### src/rtl/reinj_pkg.sv
// Package: shared types for the reinjection tracker.
// Assumes: nothing beyond IEEE 1800-2017.
package reinj_pkg;

    // Phase of the output pulse shaper
    typedef enum logic [1:0] {
        PH_IDLE = 2'd0,
        PH_HIGH = 2'd1,
        PH_GAP  = 2'd2
    } pulse_ph_e;

endpackage

### src/rtl/reinj_backlog.sv
// Module: saturating backlog counter of undelivered ticks.
// Counts up on a tick and down on a decrement request, with a floor of zero
// and a ceiling of 2^CNT_W-1. A clear strobe overrides both.
// Assumes: all inputs are synchronous single-cycle strobes.
module reinj_backlog #(
    parameter int CNT_W = 4
) (
    input  logic clk,
    input  logic rst_n,
    input  logic tick_i,
    input  logic dec_i,
    input  logic clear_i,
    output logic nonzero_o
);
    localparam logic [CNT_W-1:0] CNT_MAX  = '1;
    localparam logic [CNT_W-1:0] CNT_ONE  = CNT_W'(1);

    logic [CNT_W-1:0] cnt_q;
    logic [CNT_W-1:0] cnt_d;
    logic             do_dec;
    logic             at_max;

    assign do_dec    = dec_i && (cnt_q != '0);
    assign at_max    = (cnt_q == CNT_MAX);
    assign nonzero_o = (cnt_q != '0);

    // Next backlog value: clear first, then net tick against decrement
    always_comb begin
        cnt_d = cnt_q;
        if (clear_i) begin
            cnt_d = '0;
        end else if (tick_i && !do_dec) begin
            cnt_d = at_max ? CNT_MAX : cnt_q + CNT_ONE;
        end else if (do_dec && !tick_i) begin
            cnt_d = cnt_q - CNT_ONE;
        end
    end

    // Backlog register
    always_ff @(posedge clk) begin
        if (!rst_n) cnt_q <= '0;
        else        cnt_q <= cnt_d;
    end

    p_sat_hold_r8: assert property (@(posedge clk) disable iff (!rst_n)
        (at_max && tick_i && !dec_i && !clear_i) |=> (cnt_q == CNT_MAX));
    p_clear_empty_r5: assert property (@(posedge clk) disable iff (!rst_n)
        clear_i |=> (cnt_q == '0));
    p_floor_r4: assert property (@(posedge clk) disable iff (!rst_n)
        ((cnt_q == '0) && dec_i && !tick_i && !clear_i) |=> (cnt_q == '0));
    p_tie_r9: assert property (@(posedge clk) disable iff (!rst_n)
        ((cnt_q != '0) && tick_i && dec_i && !clear_i) |=> $stable(cnt_q));
    p_tick_up_r2: assert property (@(posedge clk) disable iff (!rst_n)
        (tick_i && !dec_i && !clear_i) |=> (cnt_q != '0));

endmodule

### src/rtl/reinj_handshake.sv
// Module: acknowledge handshake flag.
// Ready after reset or a clear. It drops when a delivery is issued and
// returns on an acknowledge.
// Assumes: fire_i is only raised while acked_o is 1.
module reinj_handshake (
    input  logic clk,
    input  logic rst_n,
    input  logic clear_i,
    input  logic fire_i,
    input  logic ack_i,
    output logic acked_o
);
    // Ready flag: clear beats issue, issue beats acknowledge
    always_ff @(posedge clk) begin
        if (!rst_n)       acked_o <= 1'b1;
        else if (clear_i) acked_o <= 1'b1;
        else if (fire_i)  acked_o <= 1'b0;
        else if (ack_i)   acked_o <= 1'b1;
    end

    p_fire_drops_r3: assert property (@(posedge clk) disable iff (!rst_n)
        (fire_i && !clear_i) |=> !acked_o);
    p_ack_ready_r4: assert property (@(posedge clk) disable iff (!rst_n)
        (ack_i && !fire_i) |=> acked_o);
    p_clear_ready_r6: assert property (@(posedge clk) disable iff (!rst_n)
        clear_i |=> acked_o);

endmodule

### src/rtl/reinj_pulse.sv
// Module: output pulse shaper.
// On a fire strobe it drives the line high for PULSE_HIGH cycles, then low
// for one gap cycle, then reports idle again.
// Assumes: fire_i is raised only while idle_o is 1.
module reinj_pulse
    import reinj_pkg::*;
#(
    parameter int PULSE_HIGH = 2
) (
    input  logic clk,
    input  logic rst_n,
    input  logic fire_i,
    output logic idle_o,
    output logic irq_o
);
    localparam int HW = (PULSE_HIGH > 1) ? $clog2(PULSE_HIGH) : 1;

    pulse_ph_e ph_q;
    logic      hi_done;

    generate
        if (PULSE_HIGH == 1) begin : g_single
            assign hi_done = 1'b1;
        end else begin : g_counted
            logic [HW-1:0] hi_cnt_q;
            // Cycles left in the high phase
            always_ff @(posedge clk) begin
                if (!rst_n)                  hi_cnt_q <= '0;
                else if (fire_i)             hi_cnt_q <= HW'(PULSE_HIGH - 1);
                else if (ph_q == PH_HIGH && hi_cnt_q != '0)
                                             hi_cnt_q <= hi_cnt_q - HW'(1);
            end
            assign hi_done = (hi_cnt_q == '0);
        end
    endgenerate

    // Phase sequencing: idle -> high -> gap -> idle
    always_ff @(posedge clk) begin
        if (!rst_n) begin
            ph_q <= PH_IDLE;
        end else begin
            unique case (ph_q)
                PH_IDLE: if (fire_i)  ph_q <= PH_HIGH;
                PH_HIGH: if (hi_done) ph_q <= PH_GAP;
                PH_GAP:               ph_q <= PH_IDLE;
                default:              ph_q <= PH_IDLE;
            endcase
        end
    end

    assign idle_o = (ph_q == PH_IDLE);
    assign irq_o  = (ph_q == PH_HIGH);

    p_gap_after_fall_r7: assert property (@(posedge clk) disable iff (!rst_n)
        $fell(irq_o) |=> !irq_o);
    p_rise_from_fire_r3: assert property (@(posedge clk) disable iff (!rst_n)
        $rose(irq_o) |-> $past(fire_i));

endmodule

### src/rtl/reinj_tracker.sv
// Module: periodic interrupt reinjection tracker (top).
// Counts undelivered ticks and delivers them one pulse at a time, waiting
// for an acknowledge between deliveries. Reprogram and unmask strobes
// empty the backlog and make the handshake ready.
// Assumes: synchronous inputs; strobes may coincide in any combination.
module reinj_tracker #(
    parameter int CNT_W      = 4,
    parameter int PULSE_HIGH = 2
) (
    input  logic clk,
    input  logic rst_n,
    input  logic tick_i,
    input  logic ack_i,
    input  logic reload_i,
    input  logic unmask_i,
    input  logic inject_en_i,
    output logic irq_o,
    output logic pending_o
);
    logic clear;
    logic acked;
    logic shaper_idle;
    logic fire;

    assign clear = reload_i || unmask_i;
    assign fire  = pending_o && acked && inject_en_i && shaper_idle && !clear;

    reinj_backlog #(.CNT_W(CNT_W)) u_backlog (
        .clk       (clk),
        .rst_n     (rst_n),
        .tick_i    (tick_i),
        .dec_i     (ack_i),
        .clear_i   (clear),
        .nonzero_o (pending_o)
    );

    reinj_handshake u_hs (
        .clk     (clk),
        .rst_n   (rst_n),
        .clear_i (clear),
        .fire_i  (fire),
        .ack_i   (ack_i),
        .acked_o (acked)
    );

    reinj_pulse #(.PULSE_HIGH(PULSE_HIGH)) u_pulse (
        .clk    (clk),
        .rst_n  (rst_n),
        .fire_i (fire),
        .idle_o (shaper_idle),
        .irq_o  (irq_o)
    );

    p_rise_needs_ready_r3: assert property (@(posedge clk) disable iff (!rst_n)
        $rose(irq_o) |-> ($past(acked) && $past(pending_o)));
    p_rise_needs_enable_r10: assert property (@(posedge clk) disable iff (!rst_n)
        $rose(irq_o) |-> $past(inject_en_i));
    p_no_rise_on_clear_r5: assert property (@(posedge clk) disable iff (!rst_n)
        $rose(irq_o) |-> !$past(clear));

endmodule

### config.mk
export PLATFORM = sky130hd
export DESIGN_NAME = reinj_tracker
export DESIGN_NICKNAME = d
export VERILOG_FILES = /design/src/rtl/reinj_pkg.sv /design/src/rtl/reinj_backlog.sv /design/src/rtl/reinj_handshake.sv /design/src/rtl/reinj_pulse.sv /design/src/rtl/reinj_tracker.sv
export SDC_FILE = /design/constraint.sdc
export NUM_CORES = 1
export LEC_CHECK = 0
export BUFFER_PORTS_ARGS = -buffer_cell sky130_fd_sc_hd__buf_4
export CAP_MARGIN = 20
export CORE_AREA = 8 8 45 47
export DETAILED_ROUTE_END_ITERATION = 10
export DIE_AREA = 0 0 53 55
export GPL_ROUTABILITY_DRIVEN = 0
export HOLD_SLACK_MARGIN = 0.03
export PLACE_DENSITY = 0.66
export SLEW_MARGIN = 30
export SYNTH_ARGS = -nofsm -noshare
export SYNTH_HDL_FRONTEND = slang
export SYNTH_SLANG_ARGS = --single-unit
### constraint.sdc
create_clock -name clk -period 2.7 [get_ports clk]
set_input_delay 0.135 -clock clk [delete_from_list [all_inputs] [get_ports clk]]
set_output_delay 0.135 -clock clk [all_outputs]
set_load 0.005 [all_outputs]
==> results of run 1 <==
cells in the mapped netlist (all sizes together):
| master | count |
|---|---|
| or2 | 1 |
| mux2 | 1 |
| dfxtp | 8 |
| a211oi | 1 |
| and3 | 1 |
| nand2b | 2 |
| buf | 1 |
| a21o | 1 |
| nor4bb | 1 |
| inv | 5 |
| nand4 | 1 |
| nand3 | 2 |
| or3b | 1 |
| a2111oi | 1 |
| mux2i | 1 |
| a311oi | 1 |
| a211o | 1 |
| nor3 | 1 |
| o22ai | 1 |
| nand2 | 5 |
| a31oi | 1 |
| o21ai | 1 |
| a21boi | 2 |
| nor2 | 1 |
| nand4bb | 1 |
| nor4b | 1 |
| and3b | 1 |
| a21oi | 2 |
| ha | 3 |
| nor2b | 2 |
layout make-up:
type	instances	area (sq um)
multi-input cells	38	297
flip-flops and latches	8	160
clock buffers	3	22.5
repair buffers	8	60.1
inverters	5	18.8
well taps	16	20.0
fillers	150	806
worst register-to-register path, stage by stage (launching register included):
cell and delay (ps):
dfxtp_1 350, inv_1 90, ha_1 190, or3b_4 400, nand2_1 80, ha_1 380, mux2_1 360, a21oi_1 140
a311oi_1 60
logic make-up after synthesis:
family | count (synthesis)
and+or+nand+nor | 21
AOI/OAI and AO/OA | 12
DFF | 8
buffers and inverters | 6
adders and majority gates | 3
muxes | 2
cell usage in the layout (no fill, tap or decap), drive strengths merged, types with 2 or more instances in the layout:
master / Yosys / layout
clkbuf: 0 / 3
nor2b: 2 / 2
dfxtp: 8 / 8
nand3: 2 / 2
a21boi: 2 / 2
a21oi: 2 / 2
nand2b: 2 / 2
buf: 1 / 8
nand2: 5 / 5
ha: 3 / 3
inv: 5 / 5
path summary, 6_finish.rpt:
path,startpoint,cells after the start,slack [ps],end
worst min register to register,u_pulse.g_counted.hi_cnt_q$_SDFFE_PN0P_,2,490,u_pulse.g_counted.hi_cnt_q$_SDFFE_PN0P_
worst min-delay path,rst_n,2,140,u_pulse.ph_q[1]$_SDFFE_PN0P_
worst max-delay path,u_backlog.cnt_q[0]$_SDFFE_PP0P_,8,520,u_backlog.cnt_q[2]$_SDFFE_PP0P_
worst max register to register,u_backlog.cnt_q[0]$_SDFFE_PP0P_,8,520,u_backlog.cnt_q[2]$_SDFFE_PP0P_
through the flow:
step           cells  area (sq um)  setup WS (ps)  total power [W]  hold WS [ps]
5_1_grt           78           578            331         0.000284           143
2_1_floorplan     52           487            778         0.000158           288
6_report          78           578            523         0.000263           144
3_3_place_gp      75           556            574         0.000171           405
3_5_place_dp      75           556            537         0.000172           410
4_1_cts           78           578            524         0.000271           136
metal layers:
layer  vias up  wire, um  global-route usage [%]
li1        210         -                       -
met1       207       457                    9.41
met2         9       535                    16.0
met3         0       110                    5.88
met4         0         0                    2.59
met5         -         0                       0
sequential cells by signal, summed over array words and instances, names as in the netlist:
register	count
u_hs.acked_o	1
u_pulse.ph_q	2
u_pulse.g_counted.hi_cnt_q	1
u_backlog.cnt_q	4
power by group:
part | total (W) | switching, W | internal (W)
combinational | 0.0000458 | 0.0000220 | 0.0000238
clock | 0.0000937 | 0.0000427 | 0.0000510
sequential | 0.000124 | 0.00000337 | 0.000121
==> run metrics, run 1 <==
H-Tree Depth 1; mux cell area share after synthesis 4.37%; Yosys top cell by area dfxtp_1; post-route ant nets 0; largest family of logic cells by synthesized area simple AND/OR/NAND/NOR gates; CTS Hold Bufs 0; actual slew at the worst max-slew pin 377 ps; Worst VDD drop 292 uV; Critical Path RT 2830 ps; global-route wire length before repair 2000 um; max incr delay on CP 400 ps; status finished clean; Final Net Count 74; Setup TNS Final 0 ps; vias per inst 5.46; Iter 0 DRT Violations 5; Pwr per Cell Area 456 nW/um^2; fin crit period 2180 ps; CP Launch Type flop; CP max-delay cell or3b_4; root buffer cell clkbuf_4; crit-path cells inv_1, ha_1, or3b_4, nand2_1, ha_1, mux2_1, a21oi_1, a311oi_1; post-CTS resize count 0; CTS buffer count 3; Cells after Synth 52; Top cell by count, worst path ha_1; via count 426; Port Buffers 8; post-synthesis simple-gate area fraction 30.3%; Clock transition at path regs 60 ps; layout cells sized above 1 27.4%; Core ar. 1380 sq um; Arr. time, crit path 2300 ps; Synth Area in Adders 7.71%; Pleak 0.238 nW; Crit. End Element flop; Ports 9; FF+latch count, synth 8; Detailed Place HPWL 804 um; GRT Util Overall 9.39%; clock latency on the worst-skew pair 250 ps; Final Cycle Share 80.6%; global route overflow 0; crit-path max FO 10; Final Max Tran Viols 0; DRC Markers 0; Initial Util 35.2%; final hold viol count 0; wirelength, routed 1100 um; Mapped Area 487 sq um; area grow syn2layout 18.8%; max-cap violations 0; Seq/Total Area, Yosys 32.9%; Setup Skew 0.708 ps; # rows 14; Max Freq 459 MHz; largest net degree at the start of global routing 11; count of different cell masters after synthesis 31; number of post-CTS setup repair buffers 0; share of the synthesized area in the top cell type 32.9%; Worst Hold Class input pin to flop; Max Root-Sink Buffers 2; RSZ-0062 raised after global routing false; Slew HR 74.9%; antenna cells 0; Die W 53 um; CTS tree done; synth warn 0; Die Y-Extent 55 um; CP delay by family, top adder cells; Pre-antenna DRT Iters 3; Final Util 41.8%; mean area per synthesized cell 9.36 sq um; Compound-Gate Fraction of Synth Area 18.5%; synth top area cells dfxtp_1 33%, ha_1 7.7%, inv_1 3.9%; DR WL/cell 14.1 um; vias in the first global route 450; die area 2920 sq um; critical path buffer and inverter count 1; antenna violations before repair 0; Syn Nets 62; Final Setup Violations 0; xor/xnor share of the synthesized area 0%; Crit Path Class flop to flop; Clock Sinks 8
(Power assumes the default switching activity.)
==> inputs of run 2 (changes only) <==
==> constraint.sdc (replaced) <==
create_clock -name clk -period 2.22 [get_ports clk]
set_input_delay 0.111 -clock clk [delete_from_list [all_inputs] [get_ports clk]]
set_output_delay 0.111 -clock clk [all_outputs]
set_load 0.005 [all_outputs]
==> run 2 against run 1 <==
Compared with the run above: hold slack got worse by 31 ps; combinational power rose by 31%; setup slack got worse by 320 ps; global-route usage fell by 1.1 points; die area did not move; first-iteration DRC count rose by 40%; critical endpoint unchanged; largest cell class unchanged; highest routed layer is now met4.
==> run metrics, run 2 (synthesis gave the netlist of run 1 again) <==
Crit. End Element flop; max-cap violations 0; layout cells sized above 1 31.3%; reg2reg path depth 8; via count 422; actual slew at the worst max-slew pin 323 ps; area post-placement 571 sq um; largest net degree at the start of global routing 11; Ports 9; register area 160 sq um; root buffer cell clkbuf_4; post-route setup slack 204 ps; # rows 14; Setup TNS Final 0 ps; Iter 0 DRT Violations 7; Critical Path RT 2350 ps; CTS tree done; area grow syn2layout 22.4%; CP Launch Type flop; Pre-antenna DRT Iters 4; DRC Markers 0; H-Tree Depth 1; Net Sw Frac 25.2%; area of the multi-input gates 299 sq um; Final Cycle Share 90.8%; Initial Util 35.2%; vias in the first global route 407; status finished clean; power share of the sequential group 46.5%; post-route ant nets 0; crit-path cells inv_1, ha_1, or3b_4, nand2_1, ha_2, mux2_1, a21oi_1, a311oi_1; Core ar. 1380 sq um; Die Y-Extent 55 um; Arr. time, crit path 2150 ps; Reg-to-Reg End u_backlog.cnt_q[2]$_SDFFE_PP0P_; wirelength, routed 992 um; power share of the combinational group 18.6%; origin of the critical flop-to-flop path u_backlog.cnt_q[0]$_SDFFE_PP0P_; CTS Hold Bufs 0; DR WL/cell 12.4 um; Clock transition at path regs 50 ps; global-route wire length before repair 1710 um; Slew HR 78.2%; Worst VDD drop 300 uV; post-CTS resize count 0; Max Freq 496 MHz; fin crit period 2020 ps; crit-path max FO 10; Setup Skew 2.06 ps; Die W 53 um; Max Root-Sink Buffers 2; Largest register FFs 4; max incr delay on CP 400 ps; global route overflow 0; clock power share 34.8%; net switching power 0.0000810 W; Largest regs u_backlog.cnt_q: 4 flops, u_pulse.ph_q: 2 flops; Port Buffers 8; Crit Path Class flop to flop; Biggest register u_backlog.cnt_q; GRT Util Overall 8.32%; Pleak 0.247 nW; worst hold slack 113 ps; clock latency on the worst-skew pair 260 ps; antenna cells 0; final hold viol count 0; number of post-CTS setup repair buffers 0; Detailed Place HPWL 753 um; commonest non-fill, non-tap cell in the layout buf_4; Worst Hold Class input pin to flop; Final Setup Violations 0; R2R Setup Slk 200 ps; Clock Sinks 8; die area 2920 sq um; Filler cells 131; vias per inst 5.28; Final Net Count 76; leading cell types in the layout, fill and taps excluded 10 x buf_4, 8 x dfxtp_1, 5 x inv_1, 5 x nand2_1, 3 x clkbuf_4; Pwr per Cell Area 539 nW/um^2; CP Capture Point u_backlog.cnt_q[2]$_SDFFE_PP0P_; CP max-delay cell or3b_4; post-route design area 596 sq um; Final Max Tran Viols 0; CTS buffer count 3; pre-CTS WS 116 ps; antenna violations before repair 0; RSZ-0062 raised after global routing false; internal power 0.000240 W; CP startpoint u_backlog.cnt_q[0]$_SDFFE_PP0P_
-- run 2: cell count changes in the layout (fill, tap and decap cells not counted), sizes merged --
| cell | previous run | this run |
|---|---|---|
| buf | 8 | 10 |
-- run 2: layout make-up --
type | instances | share of cell area, %
Multi-Input combinational cell | 38 | 50.2
Sequential cell | 8 | 26.9
Clock buffer | 3 | 3.78
Tap cell | 16 | 3.36
Timing Repair Buffer | 10 | 12.6
Inverter | 5 | 3.15
-- run 2: critical path: cells and delay by family (launching register included) --
family | cells | cell delay, ps
adder cells (fa/ha/maj) | 2 | 480
buffers and inverters | 1 | 70
flip-flops | 1 | 310
AND/OR/NAND/NOR | 2 | 480
AO/OA/AOI/OAI | 2 | 200
multiplexers | 1 | 350
-- run 2: per-layer routing --
metal,part of all wire (%),vias up,GRT usage [%]
li1,-,217,-
met5,0,-,0
met3,11,2,5.61
met2,48,11,12.9
met1,39,192,8.10
met4,1.0,0,5.17
-- run 2: how the worst min path moves through the flow --
stage / start / endpoint / slack (ps) / cells after the start
floorplan: rst_n / u_pulse.g_counted.hi_cnt_q$_SDFFE_PN0P_ / 260 / 1
global placement: rst_n / u_pulse.ph_q[1]$_SDFFE_PN0P_ / 380 / 2
detailed placement: rst_n / u_pulse.ph_q[1]$_SDFFE_PN0P_ / 380 / 2
CTS: rst_n / u_pulse.ph_q[1]$_SDFFE_PN0P_ / 110 / 2
global route: rst_n / u_pulse.ph_q[1]$_SDFFE_PN0P_ / 100 / 2
finish: rst_n / u_pulse.ph_q[1]$_SDFFE_PN0P_ / 110 / 2
-- run 2: metrics by stage --
step	std cells	util, %	power, W
after floorplan	52	-	0.000192
after global placement	77	41.2	0.000210
after detailed placement	77	41.2	0.000211
after CTS	80	42.9	0.000329
after global routing	80	43.0	0.000344
final	80	43.0	0.000321
-- run 2: power by group through the flow --
stage / Combinational, W / Sequential (W) / Clock, W
2_1_floorplan: 0.0000396 / 0.000153 / 0
3_3_place_gp: 0.0000573 / 0.000152 / 0
3_5_place_dp: 0.0000588 / 0.000152 / 0
4_1_cts: 0.0000593 / 0.000149 / 0.000121
5_1_grt: 0.0000655 / 0.000150 / 0.000129
6_report: 0.0000599 / 0.000149 / 0.000112
==> inputs of run 3 (changes only) <==
--- a/config.mk
+++ b/config.mk
@@ -12,8 +12,9 @@
 export DIE_AREA = 0 0 53 55
 export GPL_ROUTABILITY_DRIVEN = 0
 export HOLD_SLACK_MARGIN = 0.03
-export PLACE_DENSITY = 0.66
+export PLACE_DENSITY = 0.69
 export SLEW_MARGIN = 30
 export SYNTH_ARGS = -nofsm -noshare
 export SYNTH_HDL_FRONTEND = slang
+export SYNTH_HIERARCHICAL = 1
 export SYNTH_SLANG_ARGS = --single-unit
==> run 3 against run 2 <==
Compared with the run above: via count rose by 5.0%; non-clock buffer count fell by 1; sequential share of layout area is 1.1 points lower; sequential power about the same; power rose by 1.4%; synthesized area is 6.9% higher; hold slack worse by 10 ps; critical path depth rose by 1; clock power is essentially flat; utilization up 1.9 points; critical path type unchanged; largest power group unchanged.
==> run metrics, run 3 <==
status finished clean; Clock Sinks 8; CP delay by family, top simple AND/OR/NAND/NOR gates; root buffer cell clkbuf_4; DR WL/cell 12.1 um; count of different cell masters after synthesis 33; max-cap violations 0; RSZ-0062 raised after global routing false; Most used DFF post-synth dfxtp_1; Arr. time, crit path 2190 ps; CTS Hold Bufs 0; leading cell types in the layout, fill and taps excluded 9 x buf_4, 8 x dfxtp_1, 6 x inv_1, 5 x nand2_1, 3 x clkbuf_4; Port Buffers 8; layout cells sized above 1 31.9%; Largest regs u_backlog/cnt_q: 4 flops, u_pulse/ph_q: 2 flops; Final Max Tran Viols 0; global-route wire length before repair 1730 um; largest net degree at the start of global routing 10; GRT Util Overall 8.31%; worst hold slack 103 ps; Biggest register u_backlog/cnt_q; synth top area cells dfxtp_1 31%, ha_1 7.2%, inv_1 4.3%; Worst Hold Class input pin to flop; final hold viol count 0; Iter 0 DRT Violations 2; Max Freq 490 MHz; Syn Nets 68; crit-path max FO 5; Pre-antenna DRT Iters 2; Setup Skew 0.685 ps; # rows 14; Final Util 44.9%; synth warn 6; actual slew at the worst max-slew pin 329 ps; Clock transition at path regs 50 ps; Crit. path cell count 9; area post-placement 597 sq um; crit-path cells inv_1, ha_1, inv_1, or3_1, nand2_1, ha_2, bufinv_8, o21ai_1, a2111oi_2; FF+latch count, synth 8; via count 443; Detailed Place HPWL 818 um; EDFF count, synth 0; vias in the first global route 412; Ports 9; DRC Markers 0; antenna violations before repair 0; Core ar. 1380 sq um; post-route ant nets 0; global route overflow 0; Final Setup Violations 0; origin of the critical flop-to-flop path u_backlog/cnt_q[1]$_SDFFE_PP0P_; Slew HR 77.9%; R2R Setup Slk 180 ps; most common cell in the netlist dfxtp_1; ys async rst share 0%; area grow syn2layout 19.5%; Worst VDD drop 231 uV; DP Cell Count 82; Die W 53 um; fin crit period 2040 ps; top cells by count, synth 8 x dfxtp_1, 6 x inv_1, 5 x nand2_1, 3 x ha_1; Reg-to-Reg End u_backlog/cnt_q[3]$_SDFFE_PP0P_; Initial Util 37.6%; post-route design area 622 sq um; Crit Path Class flop to flop; H-Tree Depth 1; mean area per synthesized cell 8.97 sq um; Largest register FFs 4; CP max-delay cell dfxtp_1; commonest non-fill, non-tap cell in the layout buf_4; Cells after Synth 58; CP startpoint u_backlog/cnt_q[1]$_SDFFE_PP0P_; Mapped Area 520 sq um; wirelength, routed 1030 um; max incr delay on CP 350 ps; Die Y-Extent 55 um; Seq/Total Area, Yosys 30.8%; critical path buffer and inverter count 3; Critical Path RT 2370 ps; vias per inst 5.21; Top cell by count, worst path inv_1; Final Non-Filler Cells 85; die area 2920 sq um; reg2reg path depth 9; Yosys top cell by area dfxtp_1; clock latency on the worst-skew pair 250 ps; CTS buffer count 3; Crit. End Element flop; Final Cycle Share 91.9%; Max Root-Sink Buffers 2; CP Capture Point u_backlog/cnt_q[3]$_SDFFE_PP0P_; Setup TNS Final 0 ps; antenna cells 0; CP Launch Type flop; share of the synthesized area in the top cell type 30.8%; Pleak 0.247 nW; Final Net Count 81; Pwr per Cell Area 524 nW/um^2; CTS tree done
## run 3: layout make-up
type                       count  area [sq um]
timing repair buffer           9          67.6
fill                         138           762
sequential                     8           160
clock buffer                   3          22.5
tap                           16          20.0
inverter                       7          40.0
multi-input combinational     42           312
## run 3: worst register-to-register path, stage by stage, from the launching register on
cell and delay (ps):
dfxtp_1 350, inv_1 70, ha_1 150, inv_1 50, or3_1 340, nand2_1 90, ha_2 290, bufinv_8 200
o21ai_1 70, a2111oi_2 340
## run 3: worst min path at each step
stage,depth (start not counted),from,slack (ps),end
after floorplan,2,rst_n,220,u_pulse/g_counted.hi_cnt_q$_SDFFE_PN0P_
after global placement,3,ack_i,360,u_hs/acked_o$_SDFFE_PP1P_
after detailed placement,3,ack_i,360,u_hs/acked_o$_SDFFE_PP1P_
after CTS,3,ack_i,90,u_hs/acked_o$_SDFFE_PP1P_
after global routing,3,ack_i,110,u_hs/acked_o$_SDFFE_PP1P_
final,3,ack_i,100,u_hs/acked_o$_SDFFE_PP1P_
## run 3: per-layer routing
| layer | vias up | wire, um | GRT usage (%) |
|---|---|---|---|
| met5 | - | 0 | 0 |
| met4 | 0 | 28 | 9.05 |
| met3 | 2 | 60 | 3.21 |
| met2 | 7 | 473 | 12.7 |
| met1 | 204 | 469 | 8.21 |
| li1 | 230 | - | - |
## run 3: cell families (layout without fill, tap and decap cells)
kind of cell	after synthesis	in the layout	share of synthesized area, %
and+or+nand+nor	25	25	30.5
AOI/OAI and AO/OA	12	12	17.5
DFF	8	8	30.8
buffers and inverters	8	19	9.86
adders and majority gates	3	3	7.21
muxes	2	2	4.09
## run 3: stage by stage
stage	worst slack (ps)	power, W
6_report	180	0.000326
5_1_grt	59.9	0.000351
4_1_cts	144	0.000334
3_5_place_dp	144	0.000218
3_3_place_gp	176	0.000217
2_1_floorplan	257	0.000199
## run 3: what timing repair did
item / in CTS / in global routing
setup endpoints to repair: 0 / 1
gates resized for setup: 0 / 1
buffers inserted: 0 / 0
hold endpoints to repair: 0 / 0
## run 3: power by group
group,internal (W),switching (W)
Sequential,0.000147,0.00000343
Combinational,0.0000373,0.0000281
Clock,0.0000618,0.0000483
